File: src/rtl/disp_id_pkg.sv
package disp_id_pkg;

  typedef enum logic [2:0] {
    ST_IDLE     = 3'd0,
    ST_CLR      = 3'd1,
    ST_SEL_REQ  = 3'd2,
    ST_SEL_WAIT = 3'd3,
    ST_RD_REQ   = 3'd4,
    ST_RD_WAIT  = 3'd5,
    ST_COPY     = 3'd6,
    ST_NEXT     = 3'd7
  } fetch_st_e;

  typedef enum logic [1:0] {
    RSP_ACK       = 2'd0,
    RSP_AUX_DEFER = 2'd1,
    RSP_I2C_DEFER = 2'd2,
    RSP_FAIL      = 2'd3
  } rsp_code_e;

  function automatic logic code_is_defer(input logic [1:0] code);
    return (code == RSP_AUX_DEFER) || (code == RSP_I2C_DEFER);
  endfunction

endpackage

File: src/rtl/disp_id_tally.sv
module disp_id_tally #(
  parameter int LIMIT = 10
) (
  input  logic clk,
  input  logic rst,
  input  logic clr_i,
  input  logic inc_i,
  output logic last_o
);
  localparam int CW = (LIMIT > 1) ? $clog2(LIMIT) : 1;

  logic [CW-1:0] cnt_q;

  always_ff @(posedge clk) begin
    if (rst || clr_i) begin
      cnt_q <= '0;
    end else if (inc_i) begin
      cnt_q <= cnt_q + CW'(1);
    end
  end

  assign last_o = (cnt_q == CW'(LIMIT - 1));

  // the sequencer never asks to count past its limit
  assert_no_overcount_R5: assert property (@(posedge clk) disable iff (rst)
    inc_i |-> !last_o);

endmodule

File: src/rtl/disp_id_seg_copy.sv
module disp_id_seg_copy #(
  parameter int SEG_BYTES = 16,
  parameter int ADDR_W    = 8,
  parameter int EXT_IDX   = 126
) (
  input  logic                   clk,
  input  logic                   rst,
  input  logic                   load_i,
  input  logic [ADDR_W-1:0]      base_i,
  input  logic [SEG_BYTES*8-1:0] seg_i,
  input  logic                   flag_clr_i,
  output logic                   active_o,
  output logic                   ext_flag_o,
  output logic                   wr_en_o,
  output logic [ADDR_W-1:0]      wr_addr_o,
  output logic [7:0]             wr_data_o
);
  localparam int IW = $clog2(SEG_BYTES);

  logic [7:0]        data_q [SEG_BYTES];
  logic [IW-1:0]     idx_q;
  logic [ADDR_W-1:0] base_q;
  logic              active_q;
  logic              ext_q;
  logic              wr_en_q;
  logic [ADDR_W-1:0] wr_addr_q;
  logic [7:0]        wr_data_q;
  logic [ADDR_W-1:0] cur_addr;

  assign cur_addr = base_q + ADDR_W'(idx_q);

  // payload bank: parallel load, no reset needed on data
  always_ff @(posedge clk) begin
    if (load_i) begin
      for (int k = 0; k < SEG_BYTES; k++) begin
        data_q[k] <= seg_i[k*8 +: 8];
      end
    end
  end

  always_ff @(posedge clk) begin
    if (rst) begin
      active_q  <= 1'b0;
      idx_q     <= '0;
      base_q    <= '0;
      wr_en_q   <= 1'b0;
      wr_addr_q <= '0;
      wr_data_q <= '0;
    end else begin
      wr_en_q <= 1'b0;
      if (load_i) begin
        active_q <= 1'b1;
        idx_q    <= '0;
        base_q   <= base_i;
      end else if (active_q) begin
        wr_en_q   <= 1'b1;
        wr_addr_q <= cur_addr;
        wr_data_q <= data_q[idx_q];
        idx_q     <= idx_q + IW'(1);
        if (idx_q == IW'(SEG_BYTES - 1)) begin
          active_q <= 1'b0;
        end
      end
    end
  end

  always_ff @(posedge clk) begin
    if (rst || flag_clr_i) begin
      ext_q <= 1'b0;
    end else if (active_q && (cur_addr == ADDR_W'(EXT_IDX))) begin
      ext_q <= (data_q[idx_q] != 8'h00);
    end
  end

  assign active_o   = active_q;
  assign ext_flag_o = ext_q;
  assign wr_en_o    = wr_en_q;
  assign wr_addr_o  = wr_addr_q;
  assign wr_data_o  = wr_data_q;

  // a new segment never lands on top of one still being written out
  assert_no_reload_R1: assert property (@(posedge clk) disable iff (rst)
    load_i |-> !active_q);

  // the write run ends on the last byte of an aligned segment
  assert_run_aligned_R1: assert property (@(posedge clk) disable iff (rst)
    $fell(active_q) |-> (wr_en_q && (wr_addr_q[IW-1:0] == IW'(SEG_BYTES - 1))));

endmodule

File: src/rtl/disp_id_seq.sv
module disp_id_seq
  import disp_id_pkg::*;
#(
  parameter int SEG_BYTES   = 16,
  parameter int BLK_BYTES   = 128,
  parameter int SEG_TRIES   = 10,
  parameter int FETCH_TRIES = 3
) (
  input  logic                                clk,
  input  logic                                rst,
  input  logic                                start_i,
  input  logic                                cmd_ready_i,
  input  logic                                rsp_valid_i,
  input  logic [1:0]                          rsp_code_i,
  input  logic                                copy_active_i,
  input  logic                                ext_flag_i,
  output logic                                busy_o,
  output logic                                done_o,
  output logic                                err_o,
  output logic [$clog2(2*BLK_BYTES+1)-1:0]    size_o,
  output logic                                cmd_valid_o,
  output logic                                cmd_is_read_o,
  output logic [$clog2(2*BLK_BYTES)-1:0]      offset_o,
  output logic                                buf_clr_o,
  output logic                                copy_load_o,
  output logic                                flag_clr_o
);
  localparam int SEGS_PER_BLK = BLK_BYTES / SEG_BYTES;
  localparam int SEG_IW       = $clog2(SEGS_PER_BLK);
  localparam int SEG_SH       = $clog2(SEG_BYTES);
  localparam int BLK_SH       = $clog2(BLK_BYTES);
  localparam int ADDR_W       = $clog2(2*BLK_BYTES);
  localparam int SIZE_W       = $clog2(2*BLK_BYTES+1);

  fetch_st_e         state_q;
  logic              blk_q;
  logic [SEG_IW-1:0] seg_q;
  logic              defer_q;
  logic              done_q;
  logic              err_q;
  logic [SIZE_W-1:0] size_q;

  logic go, rd_reply, rd_ok, rd_bad, try_last, out_last;
  logic seg_fail, try_inc, try_clr, out_inc, out_clr, seg_end;

  always_comb begin
    go       = (state_q == ST_IDLE) && start_i;
    rd_reply = (state_q == ST_RD_WAIT) && rsp_valid_i;
    rd_ok    = rd_reply && (rsp_code_i == RSP_ACK);
    rd_bad   = rd_reply && (rsp_code_i != RSP_ACK);
    seg_fail = rd_bad && try_last;
    try_inc  = rd_bad && !try_last;
    try_clr  = go || seg_fail || (state_q == ST_NEXT);
    out_inc  = seg_fail && !out_last;
    out_clr  = go;
    seg_end  = (seg_q == SEG_IW'(SEGS_PER_BLK - 1));
  end

  disp_id_tally #(.LIMIT(SEG_TRIES)) u_try_cnt (
    .clk    (clk),
    .rst    (rst),
    .clr_i  (try_clr),
    .inc_i  (try_inc),
    .last_o (try_last)
  );

  disp_id_tally #(.LIMIT(FETCH_TRIES)) u_fetch_cnt (
    .clk    (clk),
    .rst    (rst),
    .clr_i  (out_clr),
    .inc_i  (out_inc),
    .last_o (out_last)
  );

  always_ff @(posedge clk) begin
    if (rst) begin
      state_q <= ST_IDLE;
      blk_q   <= 1'b0;
      seg_q   <= '0;
      defer_q <= 1'b0;
      done_q  <= 1'b0;
      err_q   <= 1'b0;
      size_q  <= '0;
    end else begin
      done_q <= 1'b0;
      err_q  <= 1'b0;
      unique case (state_q)
        ST_IDLE: begin
          if (start_i) begin
            blk_q   <= 1'b0;
            seg_q   <= '0;
            defer_q <= 1'b0;
            size_q  <= '0;
            state_q <= ST_CLR;
          end
        end
        ST_CLR: begin
          state_q <= defer_q ? ST_RD_REQ : ST_SEL_REQ;
        end
        ST_SEL_REQ: begin
          if (cmd_ready_i) state_q <= ST_SEL_WAIT;
        end
        ST_SEL_WAIT: begin
          if (rsp_valid_i) state_q <= ST_RD_REQ;
        end
        ST_RD_REQ: begin
          if (cmd_ready_i) state_q <= ST_RD_WAIT;
        end
        ST_RD_WAIT: begin
          if (rsp_valid_i) begin
            if (rsp_code_i == RSP_ACK) begin
              defer_q <= 1'b0;
              state_q <= ST_COPY;
            end else if (try_last) begin
              defer_q <= 1'b0;
              if (out_last) begin
                err_q   <= 1'b1;
                size_q  <= '0;
                state_q <= ST_IDLE;
              end else begin
                blk_q   <= 1'b0;
                seg_q   <= '0;
                state_q <= ST_CLR;
              end
            end else begin
              defer_q <= code_is_defer(rsp_code_i);
              state_q <= ST_CLR;
            end
          end
        end
        ST_COPY: begin
          if (!copy_active_i) state_q <= ST_NEXT;
        end
        ST_NEXT: begin
          if (!seg_end) begin
            seg_q   <= seg_q + SEG_IW'(1);
            state_q <= ST_CLR;
          end else if (!blk_q && ext_flag_i) begin
            blk_q   <= 1'b1;
            seg_q   <= '0;
            state_q <= ST_CLR;
          end else begin
            done_q  <= 1'b1;
            size_q  <= blk_q ? SIZE_W'(2*BLK_BYTES) : SIZE_W'(BLK_BYTES);
            state_q <= ST_IDLE;
          end
        end
        default: state_q <= ST_IDLE;
      endcase
    end
  end

  assign busy_o        = (state_q != ST_IDLE);
  assign done_o        = done_q;
  assign err_o         = err_q;
  assign size_o        = size_q;
  assign cmd_valid_o   = (state_q == ST_SEL_REQ) || (state_q == ST_RD_REQ);
  assign cmd_is_read_o = (state_q == ST_RD_REQ);
  assign offset_o      = (ADDR_W'(blk_q) << BLK_SH) | (ADDR_W'(seg_q) << SEG_SH);
  assign buf_clr_o     = (state_q == ST_CLR);
  assign copy_load_o   = rd_ok;
  assign flag_clr_o    = go || seg_fail;

  // an offered command stays put until the engine takes it
  assert_cmd_hold_R10: assert property (@(posedge clk) disable iff (rst)
    (cmd_valid_o && !cmd_ready_i) |=>
      (cmd_valid_o && $stable(cmd_is_read_o) && $stable(offset_o)));

  // a buffer clear is followed at once by a command
  assert_clear_then_cmd_R3: assert property (@(posedge clk) disable iff (rst)
    buf_clr_o |=> cmd_valid_o);

  // a deferred read is retried without the address select
  assert_defer_skips_select_R4: assert property (@(posedge clk) disable iff (rst)
    (rd_bad && code_is_defer(rsp_code_i) && !try_last) |=>
      buf_clr_o ##1 (cmd_valid_o && cmd_is_read_o));

  // a failed read is retried starting with the address select
  assert_fail_reselects_R4: assert property (@(posedge clk) disable iff (rst)
    (rd_bad && (rsp_code_i == RSP_FAIL) && !try_last) |=>
      buf_clr_o ##1 (cmd_valid_o && !cmd_is_read_o));

  // size is reported consistently with the outcome
  assert_done_size_R8: assert property (@(posedge clk) disable iff (rst)
    done_o |-> ((size_o == SIZE_W'(BLK_BYTES)) || (size_o == SIZE_W'(2*BLK_BYTES))));
  assert_err_size_R8: assert property (@(posedge clk) disable iff (rst)
    err_o |-> (size_o == '0) && !done_o);

endmodule

File: src/rtl/disp_id_fetch.sv
module disp_id_fetch
  import disp_id_pkg::*;
#(
  parameter logic [6:0] DEV_ADDR    = 7'h50,
  parameter int         SEG_BYTES   = 16,
  parameter int         BLK_BYTES   = 128,
  parameter int         SEG_TRIES   = 10,
  parameter int         FETCH_TRIES = 3,
  parameter int         EXT_IDX     = 126
) (
  input  logic                              clk,
  input  logic                              rst,
  input  logic                              start_i,
  output logic                              busy_o,
  output logic                              done_o,
  output logic                              err_o,
  output logic [$clog2(2*BLK_BYTES+1)-1:0]  size_o,
  output logic                              cmd_valid_o,
  input  logic                              cmd_ready_i,
  output logic                              cmd_is_read_o,
  output logic                              cmd_mot_o,
  output logic [19:0]                       cmd_addr_o,
  output logic [$clog2(SEG_BYTES+1)-1:0]    cmd_len_o,
  output logic [7:0]                        cmd_wbyte_o,
  output logic                              buf_clr_o,
  input  logic                              rsp_valid_i,
  input  logic [1:0]                        rsp_code_i,
  input  logic [SEG_BYTES*8-1:0]            rsp_data_i,
  output logic                              buf_we_o,
  output logic [$clog2(2*BLK_BYTES)-1:0]    buf_addr_o,
  output logic [7:0]                        buf_wdata_o
);
  localparam int ADDR_W = $clog2(2*BLK_BYTES);
  localparam int LEN_W  = $clog2(SEG_BYTES+1);

  logic              copy_active, ext_flag, copy_load, flag_clr;
  logic [ADDR_W-1:0] offset;

  disp_id_seq #(
    .SEG_BYTES   (SEG_BYTES),
    .BLK_BYTES   (BLK_BYTES),
    .SEG_TRIES   (SEG_TRIES),
    .FETCH_TRIES (FETCH_TRIES)
  ) u_seq (
    .clk           (clk),
    .rst           (rst),
    .start_i       (start_i),
    .cmd_ready_i   (cmd_ready_i),
    .rsp_valid_i   (rsp_valid_i),
    .rsp_code_i    (rsp_code_i),
    .copy_active_i (copy_active),
    .ext_flag_i    (ext_flag),
    .busy_o        (busy_o),
    .done_o        (done_o),
    .err_o         (err_o),
    .size_o        (size_o),
    .cmd_valid_o   (cmd_valid_o),
    .cmd_is_read_o (cmd_is_read_o),
    .offset_o      (offset),
    .buf_clr_o     (buf_clr_o),
    .copy_load_o   (copy_load),
    .flag_clr_o    (flag_clr)
  );

  disp_id_seg_copy #(
    .SEG_BYTES (SEG_BYTES),
    .ADDR_W    (ADDR_W),
    .EXT_IDX   (EXT_IDX)
  ) u_copy (
    .clk        (clk),
    .rst        (rst),
    .load_i     (copy_load),
    .base_i     (offset),
    .seg_i      (rsp_data_i),
    .flag_clr_i (flag_clr),
    .active_o   (copy_active),
    .ext_flag_o (ext_flag),
    .wr_en_o    (buf_we_o),
    .wr_addr_o  (buf_addr_o),
    .wr_data_o  (buf_wdata_o)
  );

  // command field formatting: select = 1-byte write with MOT, read = full segment
  assign cmd_mot_o   = cmd_valid_o && !cmd_is_read_o;
  assign cmd_len_o   = cmd_is_read_o ? LEN_W'(SEG_BYTES) : LEN_W'(1);
  assign cmd_addr_o  = {13'd0, DEV_ADDR};
  assign cmd_wbyte_o = 8'(offset);

  // a select command is always preceded by a buffer clear or a reply
  assert_select_after_clear_R2: assert property (@(posedge clk) disable iff (rst)
    ($rose(cmd_valid_o) && !cmd_is_read_o) |-> $past(buf_clr_o));

  // result writes only happen while a fetch is running
  assert_write_in_fetch_R1: assert property (@(posedge clk) disable iff (rst)
    buf_we_o |-> busy_o);

endmodule

File: config.mk
export PLATFORM = sky130hd
export DESIGN_NAME = disp_id_fetch
export DESIGN_NICKNAME = d
export VERILOG_FILES = /design/src/rtl/disp_id_pkg.sv /design/src/rtl/disp_id_tally.sv /design/src/rtl/disp_id_seg_copy.sv /design/src/rtl/disp_id_seq.sv /design/src/rtl/disp_id_fetch.sv
export SDC_FILE = /design/constraint.sdc
export NUM_CORES = 1
export LEC_CHECK = 0
export BUFFER_PORTS_ARGS = -buffer_cell sky130_fd_sc_hd__buf_2
export CELL_PAD_IN_SITES_DETAIL_PLACEMENT = 1
export CELL_PAD_IN_SITES_GLOBAL_PLACEMENT = 2
export CORE_MARGIN = 8
export CORE_UTILIZATION = 32
export DETAILED_ROUTE_END_ITERATION = 12
export GPL_TIMING_DRIVEN = 0
export PLACE_DENSITY_LB_ADDON = 0.3
export SYNTH_ARGS = -nofsm -noshare
export SYNTH_HDL_FRONTEND = slang
export SYNTH_HIERARCHICAL = 1
export SYNTH_SLANG_ARGS = --single-unit
File: constraint.sdc
create_clock -name clk -period 8.1 [get_ports clk]
set_input_delay 0.81 -clock clk [delete_from_list [all_inputs] [get_ports clk]]
set_output_delay 0.81 -clock clk [all_outputs]
set_load 0.01 [all_outputs]
==> flow_metrics.env, run 1 <==
export IMPL_cp_start_kind="flop"
export IMPL_cap_violations=0
export IMPL_pre_cts_slack_ns=4.42
export IMPL_cp_slowest_stage_delay_ns=0.86
export IMPL_layout_commonest_cell="buf_2"
export IMPL_multi_input_area_um2=2470
export IMPL_cts_made_buffers=17
export IMPL_drive_gt1_share_pct=36.4
export IMPL_io_pins=201
export IMPL_synth_avg_cell_area_um2=14.6
export IMPL_slew_headroom_pct=32.0
export IMPL_cpMostUsedCell="clkbuf_1"
export IMPL_path_cells="buf_4, nand3b_1, nor2_4, clkbuf_1, nand2b_1, clkbuf_1, nand2_1, a21oi_1"
export IMPL_setup_viol=0
export IMPL_status="complete, no violations"
export IMPL_cts_tree="yes"
export IMPL_end_kind="flop"
export IMPL_clockBufferDepth=2
export IMPL_die_w_um=171
export IMPL_power_density_nw_per_um2=221
export IMPL_nFillCells=2540
export IMPL_path_clk_slew_ns=0.08
export IMPL_place_area_um2=9120
export IMPL_grt_pass1_wl_um=31900
export IMPL_viasPerCell=4.65
export IMPL_htreeDepth=4
export IMPL_syn_cell_area_um2=7700
export IMPL_layout_nets=896
export IMPL_clkLatencyLatePin_ns=0.43
export IMPL_max_clock_freq_mhz=317
export IMPL_placementRows=56
export IMPL_clock_sinks=181
export IMPL_fp_dieH_um=171
export IMPL_io_buffers=166
export IMPL_hp_start="u_copy/wr_data_o[5]$_SDFFE_PP0P_"
export IMPL_cts_root_buf="clkbuf_16"
export IMPL_cp_startpoint="u_seq/state_q[1]$_SDFFE_PP0P_"
export IMPL_setup_ws_ns=4.95
export IMPL_grt_pass1_vias=5556
export IMPL_rsz0062_at_grt="no"
export IMPL_fin_crit_sh_pct=38.9
export IMPL_worst_hold_slack_ns=0.464
export IMPL_r2r_cells=8
export IMPL_drt_first_pass_iters=5
export IMPL_synth_seq_cells=181
export IMPL_slew_viol_final=0
export IMPL_grt_overflow_total=0
export IMPL_wl_um=20800
export IMPL_synth_flop_cell="edfxtp_1"
export IMPL_fin_skew_ns=0.0179
export IMPL_worstPathMaxFanout=30
export IMPL_peakVddDrop_mv=0.107
export IMPL_synth_cells=529
export IMPL_hold_viol_final=0
export IMPL_seq_area_um2=4900
export IMPL_setup_worst_path_end="u_copy/wr_addr_o[1]$_SDFFE_PP0P_"
export IMPL_ys_seq_area_share_pct=63.7
export IMPL_cpMaxStageDelayCell="nor2_4"
export IMPL_critPathKind="flop to flop"
export IMPL_dp_hpwl_um=15900
export IMPL_ctsHoldBuffers=0
export IMPL_track_usage_pct=14.4
export IMPL_period_needed_ns=3.15
export IMPL_synth_edf_count=128
export IMPL_grt_max_degree=38
export IMPL_leakagePower_nw=3.71
export IMPL_final_area_um2=9770
export IMPL_synth_async_reset_ratio_pct=0
export IMPL_initial_core_util_pct=32.7
export IMPL_drt_iter0_drc=323
export IMPL_die_area_um2=29300
export IMPL_r2r_start="u_seq/state_q[1]$_SDFFE_PP0P_"
export IMPL_synth_top_cell_area_share_pct=49.9
export IMPL_antenna_found_initial=2
export IMPL_reg2reg_to="u_copy/wr_addr_o[1]$_SDFFE_PP0P_"
export IMPL_drc=0
export IMPL_area_growth_syn_to_layout_pct=26.8
export IMPL_cts_resized=0
export IMPL_hp_class="flop to flop"
export IMPL_regToRegSetupSlack_ns=4.95
export IMPL_final_cell_mix="168 x buf_2, 128 x edfxtp_1, 53 x dfxtp_1"
export IMPL_crit_family="simple AND/OR/NAND/NOR gates"
export IMPL_cp_arrival_ns=3.50
export IMPL_post_cts_buffers=0
export IMPL_cp_depth=8
export IMPL_yosys_warnings=6
export IMPL_max_slew_worst_pin_slew_ns=1.01
export IMPL_yosysTopAreaCell="edfxtp_1"
export IMPL_yosysUniqueCellTypes=63
export IMPL_synthTopCellsByArea="edfxtp_1 50%, dfxtp_1 14%, mux4_2 6.4%"
export IMPL_vias=5026
export IMPL_coreArea_um2=23500
export IMPL_gp_congestion=0.781
export IMPL_required_ns=8.45
export IMPL_wire_per_inst_um=19.2
export IMPL_ant_nets=0
export IMPL_path_buf_inv=3
==> metal layers <==
metal / vias up / share of wire [%] / global-route usage, %
met1: 2441 / 43 / 18.1
met4: 2 / 0.98 / 3.74
met2: 185 / 48 / 23.4
li1: 2382 / - / -
met3: 16 / 8.5 / 5.00
met5: - / 0.063 / 0
==> through the flow <==
stage          total power, mW  utilization (%)  setup TNS [ns]  std cells
2_1_floorplan             1.19                -               0        560
6_report                  2.16             41.5               0       1081
3_3_place_gp              1.28             38.4         -194.66       1045
3_5_place_dp              1.29             38.7               0       1048
4_1_cts                   2.19             41.5               0       1080
5_1_grt                   2.25             41.5               0       1080
==> synth_stat cells, drive strengths merged (3+ instances only) <==
cell type / n
nor4: 4
nand4: 3
xor2: 3
xnor2: 9
a21oi: 24
nor3: 8
nand4b: 3
or2: 3
buf: 46
nor2: 27
ha: 12
conb: 3
edfxtp: 128
nand2b: 4
dfxtp: 53
nand3b: 4
mux4: 32
o21ai: 6
nor4bb: 3
mux2i: 10
inv: 10
clkbuf: 17
nor2b: 7
a22oi: 16
a211oi: 7
o31ai: 3
nand3: 8
nor3b: 4
nand2: 41
==> cell type report <==
cell class / instances / share of cell area (%)
diodes: 1 / 0.0256
plain buffers: 63 / 4.19
multi-input cells: 305 / 25.3
clock buffers: 17 / 4.35
repair buffers: 169 / 9.12
inverters: 11 / 0.435
flip-flops and latches: 181 / 50.2
well taps: 319 / 4.08
clock inverters: 15 / 2.32
==> flip-flops by register name, indices dropped and copies added, names as in the netlist, named ones only <==
name,flops
u_seq/u_try_cnt/cnt_q,4
u_seq/state_q,3
u_copy/wr_data_o,8
u_seq/blk_q,1
u_copy/active_o,1
u_copy/wr_addr_o,8
u_seq/err_o,1
u_copy/base_q,8
u_seq/seg_q,3
u_seq/u_fetch_cnt/cnt_q,2
u_seq/done_o,1
u_copy/ext_flag_o,1
u_seq/defer_q,1
u_copy/wr_en_o,1
u_seq/size_o,2
u_copy/data_q,128
u_copy/idx_q,4
==> power breakdown <==
group	leakage [nW]	switching (mW)	internal, mW	total [mW]
clock network	0.317	0.415	0.482	0.897
registers	1.58	0.0109	1.00	1.02
logic	1.81	0.138	0.113	0.251
==> how the worst min path moves through the flow <==
stage | depth (start not counted) | slack [ns] | end
floorplan | 2 | 0.46 | u_copy/base_q[0]$_SDFFE_PP0P_
global placement | 2 | 0.45 | u_copy/wr_addr_o[4]$_SDFFE_PP0P_
detailed placement | 2 | 0.46 | u_copy/wr_data_o[6]$_SDFFE_PP0P_
CTS | 2 | 0.47 | u_copy/wr_data_o[6]$_SDFFE_PP0P_
global route | 2 | 0.49 | u_copy/wr_data_o[6]$_SDFFE_PP0P_
finish | 2 | 0.46 | u_copy/wr_data_o[5]$_SDFFE_PP0P_
==> tightest hold or removal path: stages (launching register included) <==
cell	delay [ns]
dfxtp_1	0.31
nand2_1	0.05
a21oi_1	0.06
==> cell families (layout without fill, tap and decap cells) <==
logic type,Yosys count,in the layout,share of synthesized area [%]
other cells,3,35,0.146
compound gates,73,73,6.53
flops,181,181,63.7
xor+xnor,12,12,1.36
buf+inv,74,275,5.86
fa+ha+maj,13,13,2.21
simple gates,130,130,8.93
mux,43,43,11.3
Power figures use the tool's default switching activity.
==> run 2, diff against run 1 <==
==> constraint.sdc (replaced) <==
create_clock -name clk -period 2.6 [get_ports clk]
set_input_delay 0.26 -clock clk [delete_from_list [all_inputs] [get_ports clk]]
set_output_delay 0.26 -clock clk [all_outputs]
set_load 0.01 [all_outputs]
==> run 2 against run 1 <==
Compared with the run above: maximum frequency rose by 30%; register-to-register slack worse by 4.8 ns; utilization rose by 4.7 points; wire length increased by 9.7%; cell count is 9.8% higher; first-iteration DRC count is 6.2% higher; clock power rose to 3.0 times the previous value; design area is 11% higher; global-route usage rose by 1.2 points; die area unchanged; hold slack got worse by 0.44 ns; highest routed layer is now met4.
==> flow_metrics.env, run 2 (synthesis results as in run 1) <==
export IMPL_status="complete, no violations"
export IMPL_period_needed_ns=2.43
export IMPL_grt_pass1_wl_um=34800
export IMPL_worstPathMaxFanout=10
export IMPL_drc=0
export IMPL_drt_iter0_drc=343
export IMPL_route_met2_wl_um=11400
export IMPL_placementRows=56
export IMPL_clkLatencyLatePin_ns=0.44
export IMPL_slew_headroom_pct=42.2
export IMPL_io_pins=201
export IMPL_leakagePower_nw=4.19
export IMPL_required_ns=2.93
export IMPL_final_cell_mix="168 x buf_2, 128 x edfxtp_1, 103 x dlygate4sd3_1"
export IMPL_hold_depth=1
export IMPL_cp_slowest_stage_delay_ns=0.54
export IMPL_drt_first_pass_iters=4
export IMPL_setup_viol=0
export IMPL_met1_length_um=9400
export IMPL_fin_skew_ns=0.0131
export IMPL_rsz0062_at_grt="no"
export IMPL_dp_hpwl_um=15900
export IMPL_path_clk_slew_ns=0.08
export IMPL_htreeDepth=4
export IMPL_grt_overflow_total=0
export IMPL_fin_crit_sh_pct=93.4
export IMPL_power_density_nw_per_um2=620
export IMPL_viasPerCell=4.62
export IMPL_min_to="u_copy/data_q[14][2]$_DFFE_PP_"
export IMPL_wire_per_inst_um=19.2
export IMPL_layout_nets=1003
export IMPL_critPathKind="flop to flop"
export IMPL_gp_congestion=0.781
export IMPL_peakVddDrop_mv=0.315
export IMPL_regToRegSetupSlack_ns=0.17
export IMPL_die_area_um2=29300
export IMPL_end_kind="flop"
export IMPL_vias=5481
export IMPL_cts_tree="yes"
export IMPL_max_clock_freq_mhz=412
export IMPL_top_layer="met4"
export IMPL_crit_family="multiplexers"
export IMPL_largest_reg_flops=128
export IMPL_nFillCells=2498
export IMPL_slew_viol_final=0
export IMPL_top_register="u_copy/data_q"
export IMPL_area_growth_syn_to_layout_pct=41.3
export IMPL_io_buffers=166
export IMPL_path_cells="buf_6, clkbuf_4, mux4_2, a22oi_1, nand2_1, nor4_1, nand2_1, o211a_1"
export IMPL_cp_start_kind="flop"
export IMPL_clock_sinks=181
export IMPL_pre_cts_slack_ns=-0.0376
export IMPL_hp_start="rsp_data_i[114]"
export IMPL_max_slew_worst_pin_slew_ns=0.864
export IMPL_final_area_um2=10900
export IMPL_antenna_found_initial=0
export IMPL_num_antenna_cells=0
export IMPL_reg2reg_to="u_copy/ext_flag_o$_SDFFE_PP0P_"
export IMPL_dp_cells=1049
export IMPL_fp_dieH_um=171
export IMPL_grt_pass1_vias=6182
export IMPL_wl_met3_um=1770
export IMPL_cap_violations=0
export IMPL_place_area_um2=9190
export IMPL_cts_made_buffers=17
export IMPL_coreArea_um2=23500
export IMPL_instances_no_fill=1187
export IMPL_path_buf_inv=2
export IMPL_die_w_um=171
export IMPL_grt_max_degree=37
export IMPL_r2r_cells=8
export IMPL_track_usage_pct=15.6
export IMPL_hold_viol_final=0
export IMPL_hp_class="primary input to flop"
export IMPL_initial_core_util_pct=32.7
export IMPL_cpMostUsedCell="nand2_1"
export IMPL_layout_commonest_cell="buf_2"
export IMPL_cp_arrival_ns=2.75
export IMPL_drive_gt1_share_pct=33.6
export IMPL_cts_root_buf="clkbuf_16"
export IMPL_p_total_mw=6.75
export IMPL_wl_um=22800
export IMPL_setup_ws_ns=0.172
export IMPL_ant_nets=0
export IMPL_cpMaxStageDelayCell="mux4_2"
export IMPL_clockBufferDepth=2
run 2: power breakdown:
| group | switching (mW) | internal (mW) | total [mW] |
|---|---|---|---|
| logic | 0.463 | 0.462 | 0.925 |
| clock network | 1.34 | 1.33 | 2.66 |
| registers | 0.0328 | 3.13 | 3.16 |
| total | 1.83 | 4.92 | 6.75 |
run 2: layer usage:
metal	global-route usage, %	vias up
li1	-	2602
met5	0	-
met1	18.1	2662
met2	27.5	200
met3	4.93	17
met4	3.86	0
run 2: worst max-delay path by stage:
stage                                  start                                     to  cells after the start
6_report                                flop         u_copy/ext_flag_o$_SDFFE_PP0P_                      8
5_1_grt                                 flop         u_copy/ext_flag_o$_SDFFE_PP0P_                      8
3_3_place_gp                   rsp_code_i[0]       u_copy/wr_data_o[1]$_SDFFE_PP0P_                     10
3_5_place_dp                            flop         u_copy/ext_flag_o$_SDFFE_PP0P_                      7
4_1_cts        u_seq/state_q[1]$_SDFFE_PP0P_  u_seq/u_try_cnt/cnt_q[3]$_SDFFE_PP0P_                      5
2_1_floorplan  u_seq/state_q[1]$_SDFFE_PP0P_          u_copy/base_q[3]$_SDFFE_PP0P_                      7
run 2: timing repair:
item / 4_1_cts / 5_1_grt
resized for setup: 1 / 5
endpoints found under the hold margin: 102 / 1
pin swaps: 0 / 0
endpoints found under the setup margin: 1 / 18
setup buffers: 0 / 3
hold buffers: 102 / 1
run 2: area by class of cell:
type                            instances  area (um^2)  share of cell area [%]
Clock inverter                         15          195                    1.79
Tap cell                              319          399                    3.67
Clock buffer                           17          425                    3.91
Timing Repair Buffer                  276         1980                    18.2
Sequential cell                       181         4900                    45.1
Multi-Input combinational cell        305         2490                    22.9
Buffer                                 63          440                    4.05
Inverter                               11         42.5                   0.391
run 2: stage by stage:
step	TNS [ns]	utilization [%]	hold WS (ns)
2_1_floorplan	-95.77	-	0.325
3_5_place_dp	-0.0376	39.0	0.438
5_1_grt	0	46.2	0.00127
6_report	0	46.2	0.0202
3_3_place_gp	-221.26	38.6	0.438
4_1_cts	0	46.0	0.0000560
